[src/rtl/irq_status_unit.sv]
module irq_status_unit #(
  parameter int ADDR_W = 4,
  parameter int DATA_W = 32
) (
  input  logic              clk,
  input  logic              rst_n,
  input  logic              ev_cs_release,
  input  logic              ev_wbuf_ready,
  input  logic              ev_rbuf_ready,
  input  logic              ev_xfer_done,
  input  logic              reg_wr,
  input  logic [ADDR_W-1:0] reg_addr,
  input  logic [DATA_W-1:0] reg_wdata,
  output logic [DATA_W-1:0] reg_rdata,
  output logic              irq
);
  localparam int POS_CS   = 8;
  localparam int POS_WBUF = 2;
  localparam int POS_RBUF = 1;
  localparam int POS_DONE = 0;
  localparam logic [DATA_W-1:0] LIVE =
    (DATA_W'(1) << POS_CS) | (DATA_W'(1) << POS_WBUF) |
    (DATA_W'(1) << POS_RBUF) | (DATA_W'(1) << POS_DONE);
  localparam logic [ADDR_W-1:0] A_STAT = ADDR_W'(0);
  localparam logic [ADDR_W-1:0] A_STEN = ADDR_W'(4);
  localparam logic [ADDR_W-1:0] A_SGEN = ADDR_W'(8);

  logic [DATA_W-1:0] ev_w;
  logic [DATA_W-1:0] status_q, sten_q, sgen_q;
  logic [DATA_W-1:0] clr_w;

  always_comb begin
    ev_w = '0;
    ev_w[POS_CS]   = ev_cs_release;
    ev_w[POS_WBUF] = ev_wbuf_ready;
    ev_w[POS_RBUF] = ev_rbuf_ready;
    ev_w[POS_DONE] = ev_xfer_done;
  end

  assign clr_w = (reg_wr && reg_addr == A_STAT) ? reg_wdata : '0;

  always_ff @(posedge clk or negedge rst_n) begin
    if (!rst_n) begin
      status_q <= '0;
      sten_q   <= '0;
      sgen_q   <= '0;
    end else begin
      status_q <= ((status_q & ~clr_w) | (ev_w & sten_q)) & LIVE;
      if (reg_wr && reg_addr == A_STEN) sten_q <= reg_wdata & LIVE;
      if (reg_wr && reg_addr == A_SGEN) sgen_q <= reg_wdata & LIVE;
    end
  end

  always_comb begin
    case (reg_addr)
      A_STAT:  reg_rdata = status_q;
      A_STEN:  reg_rdata = sten_q;
      A_SGEN:  reg_rdata = sgen_q;
      default: reg_rdata = '0;
    endcase
  end

  assign irq = |(status_q & sgen_q);
endmodule

[config.mk]
export PLATFORM = sky130hd
export DESIGN_NAME = irq_status_unit
export DESIGN_NICKNAME = d
export VERILOG_FILES = /design/src/rtl/irq_status_unit.sv
export SDC_FILE = /design/constraint.sdc
export NUM_CORES = 1
export LEC_CHECK = 0
export ABC_CLOCK_PERIOD_IN_PS = 1100
export BUFFER_PORTS_ARGS = -buffer_cell sky130_fd_sc_hd__buf_2
export CORE_MARGIN = 8
export CORE_UTILIZATION = 37
export CTS_CLUSTER_DIAMETER = 40
export CTS_CLUSTER_SIZE = 14
export DETAILED_ROUTE_END_ITERATION = 6
export GPL_TIMING_DRIVEN = 0
export PLACE_DENSITY_LB_ADDON = 0.12
export SETUP_SLACK_MARGIN = 0.5
export SLEW_MARGIN = 20
export SYNTH_ARGS = -nofsm -noshare
export SYNTH_HDL_FRONTEND = slang
export SYNTH_SLANG_ARGS = --single-unit
[constraint.sdc]
create_clock -name clk -period 1.1 [get_ports clk]
set_clock_uncertainty 0.1 [all_clocks]
set_input_delay 0.11 -clock clk [delete_from_list [all_inputs] [get_ports clk]]
set_output_delay 0.11 -clock clk [all_outputs]
set_load 0.02 [all_outputs]
* Word-level counts from Yosys, hierarchy flattened
Cells that the tools add are included.
** Word-level totals
- Bits of input ports :: 43
- ROM bits :: 0
- Memory bits (writable) :: 0
- Latch bits :: 0
- Memories :: 0
- Output and inout port bits :: 33
- Bits in registers :: 12
** Cells by class
- $lt $le $gt $ge :: 0
- Div/mod/pow operators :: 0
- Multipliers :: 0
- Add/subtract/negate cells :: 0
- Shift operators :: 0
- Muxes and demuxes :: 2
- Bitwise logic cells :: 5
- Equal/unequal tests :: 2
- Reduce and logical (&&, ||, !) cells :: 5
** Operators with widths (number)
- 32-bit OR reduction :: 1
- 9-bit AND :: 3
- 9-bit case mux with 3 select lines :: 1
- 9-bit 2-to-1 mux :: 1
- 9-bit inverter :: 1
- 9-bit OR :: 1
- 4-bit by 3-bit == test with 1-bit output (second input constant) :: 1
- 4-bit == test (second input constant) :: 1
- 4-bit zero test :: 1
- 1-bit logical AND :: 3

* Longest topological paths before layout
- Word-level depth :: 6
- Mapped depth :: 4
- Gate-level depth less buffers :: 3

* Worst setup path after synthesis
OpenSTA, ideal clock, no wires.
- Path type :: flip-flop to output port
- Start :: reg sten_q[0]
- End :: out reg_rdata[0]
- Path slack :: -125 ps
- Path buffers :: 0
- Data required time :: 890 ps
- Cell stages (with the launch flop) :: 4
- Data arrival time :: 1015 ps
- Path through :: dfrtp_1 -> mux2i_1 -> or2_2 -> a21oi_1
** On the way
- Word-level cells in the longest chain between the ends :: 1
** RTL lines
- from (decl) :: RTL line 29 : logic [DATA_W-1:0] status_q, sten_q, sgen_q;
- from (signal assigned) :: RTL line 49 : if (reg_wr && reg_addr == A_STEN) sten_q <= reg_wdata & LIVE;
- 9-bit case mux with 3 select lines :: RTL line 55 : case (reg_addr)
- to (decl) :: RTL line 14 : output logic [DATA_W-1:0] reg_rdata,
No other way between the ends.

* Worst setup path in the final report
- Start :: reg status_q[0]
- End :: out reg_rdata[0]
** On the way
- Word-level cells in the longest chain between the ends :: 1
** RTL lines
- from (decl) :: RTL line 29
- from (signal assigned) :: RTL line 48 : status_q <= ((status_q & ~clr_w) | (ev_w & sten_q)) & LIVE;
- 9-bit case mux with 3 select lines :: RTL line 55
No other way between the ends.

==> metrics <==
initial antenna violation count=0; Worst Path Max Fanout=2; pre-CTS WS=-312 ps; Synth area leader=dfrtp_1; IO Count=76; routed length per instance=12.7 um; number of fill cells=209; GR Overflow Total=0; Peak VDD IR=957 uV; combinational family with the most area after synthesis=buffers and inverters; Worst EP required=890 ps; Crit. path cell count=4; DR iter-0 viols=12; main area contributors after synthesis=dfrtp_1, buf_4, mux2_4, mux2_2, mux2i_1; post-DP HPWL=1620 um; # rows=17; Initial Util=39.4%; pwr/cell area=1170 mW/mm^2; compound-cell area share of the yosys netlist=8.46%; Slowest-stage cell, CP=dfrtp_1; Diodes inserted=0; register share of total power=35.9%; status=finished, violations left; top cells by count, synth=buf_4, dfrtp_1; WHS=-33.5 ps; Slew Viols, Final=0; layout cells sized above 1=60.7%; Comb power frac=42.2%; register area share after synthesis=34.4%; Detailed Routing Iterations Pass 1=4; Yosys warning total=0; ys async rst share=100%; TritonCTS Buffers=3; Synth Flop Type=dfrtp_1; worst hold path class=in -> reg; Multi-input gate area=538 um^2; #FFs+latches synth=12; final wirelength=2200 um; setup_tns=-1570 ps; most frequent cell after synthesis=buf_4; CTS Hold Buffers Added=1; antenna-violating nets left=0; syn avg cell area=10.6 um^2; Fin. Hold Viols=7; non-filler instance count after layout=173; GPL Wtd Cong=0.787; vias in the first global route=786; unique cell type count in the Yosys netlist=18; final setup violation count=5; Worst-Skew Late Latency=270 ps; Hold Path Depth=2; Setup crit start kind=flip-flop; pin count of the biggest net entering global routing=13; Post-Synthesis Cell Area=872 um^2; cells after synthesis=82; Synth Area in XOR/XNOR=0%; multiplexer area fraction after synthesis=16.6%; P_sw=0.517 mW; PortBufs=18; DR vias/cell=4.20; Top Family by Delay on Critical Path=flip-flops; fmax=689 MHz; total internal power=1.12 mW; first-pass GRT wire length=3690 um; fraction of the mapped netlist area in simple logic gates=15.1%; kind of critical path=reg -> out; Worst Path Buf+Inv=1; Max-Cap Viols=0; nets@finish=189; setup ws final=-351 ps; die area=0.00417 mm^2; Overall Global Routing Usage=10.8%; crit path DAT=1240 ps; switching part of the total=31.5%; Max stage delay on crit path=380 ps; Root Buffer=clkbuf_4; Die W=64.6 um; clock power share=21.8%; Synth Area in Adders=0%; placed cell count=155; core area=0.00221 mm^2; Worst setup EP type=output pin; Yosys top cell area share=34.4%; failing checks=hold timing, setup timing; CP Cell Sequence=mux2i_1, or2_4, a21oi_2, buf_6; FF-to-FF path depth=3; clock transition at the registers of the reported paths=80 ps; Chip Height=64.6 um; Tmin final=1450 ps; FF/Latch Area=300 um^2; CTS tree=yes; area grow syn2layout=60.0%; H-tree levels=1; crit share post-route=132%; RSZ-0062 raised after global routing=yes; via count=727; Post-synth EDFFs=0; # DRC=0; Static Leak=0.759 nW; clk buf depth=2; clock sink count=12
## per-layer routing
metal	GRT usage, %	wire length, um
met1	12.4	935
met4	3.27	0
met5	0	0
met3	6.19	266
met2	16.8	1000
## layout by cell type (no fill, tap or decap)
cell / Yosys / final
nand2_1: 4 / 3
a22oi_2: 0 / 2
a21oi_4: 0 / 2
buf_8: 0 / 1
nand3_4: 0 / 1
a21oi_2: 0 / 1
nor2b_4: 1 / 1
nor2_2: 0 / 1
mux2_4: 4 / 8
or2_4: 0 / 3
buf_6: 0 / 8
or2_2: 4 / 1
nor2_1: 2 / 1
buf_12: 0 / 1
conb_1: 1 / 28
buf_2: 0 / 10
a2bb2oi_2: 0 / 1
a22o_1: 4 / 4
nor4b_4: 1 / 1
mux2i_1: 4 / 4
dlygate4sd3_1: 0 / 1
buf_4: 29 / 39
nand2_2: 0 / 1
nand3b_1: 4 / 4
clkbuf_8: 0 / 1
clkbuf_4: 0 / 4
nand2_4: 1 / 1
dfrtp_1: 12 / 12
## state kept, by name, indices dropped and copies added, names as in the netlist
register / cells
sten_q: 4
sgen_q: 4
status_q: 4
## power groups by stage
stage / Combinational [mW] / Sequential [mW] / Clock (mW)
final: 0.692 / 0.589 / 0.358
after global routing: 0.744 / 0.601 / 0.388
after CTS: 0.643 / 0.583 / 0.366
after detailed placement: 0.491 / 0.604 / 0
after global placement: 0.485 / 0.600 / 0
after floorplan: 0.407 / 0.582 / 0
## worst paths after layout
kind / from / end / slack [ps]
max in group asynchronous: rst_n / status_q[8] / 610
setup reg to reg: sten_q[0] / sten_q[0] / 20
hold reg to reg: sgen_q[0] / sgen_q[0] / 470
setup / recovery: status_q[0] / reg_rdata[0] / -350
min in group asynchronous: rst_n / sgen_q[1] / 130
hold / removal: ev_rbuf_ready / status_q[1] / -30
## worst reg2reg max path, delay by kind of cell, from the launching register on
family	cells	cell delay [ps]
buffers and inverters	2	240
multiplexers	1	240
flip-flops	1	390
## what timing repair did
| item | 4_1_cts | 5_1_grt |
|---|---|---|
| endpoints found under the setup margin | 17 | 29 |
| buffers inserted | 10 | 3 |
| resized for setup | 18 | 10 |
| cloned | 0 | 0 |
| pin swaps | 6 | 2 |
| hold endpoints to repair | 23 | 8 |
## per-stage QoR
step                power [mW]  util (%)  hold WS, ps  area, um^2
global route              1.73      63.1        -34.9        1400
finish                    1.64      63.1        -33.5        1400
floorplan                0.989         -         -286        1020
detailed placement        1.09      51.9        -94.2        1150
CTS                       1.59      60.3        -43.2        1330
global placement          1.08      51.9         -101        1150
## logic make-up (layout without fill, tap and decap cells)
family | Yosys count | in the layout
buffers and inverters | 29 | 65
flip-flops | 12 | 12
AND/OR/NAND/NOR | 18 | 18
AO/OA/AOI/OAI | 10 | 10
multiplexers | 12 | 12
other | 1 | 28
## layout make-up
cell class | count | share of cell area (%)
plain buffers | 29 | 16.5
clock buffers | 4 | 2.60
multi-input cells | 68 | 38.6
flip-flops and latches | 12 | 21.5
well taps | 28 | 2.51
repair buffers | 32 | 18.3
Note: power is estimated with default switching activity, not from simulation.
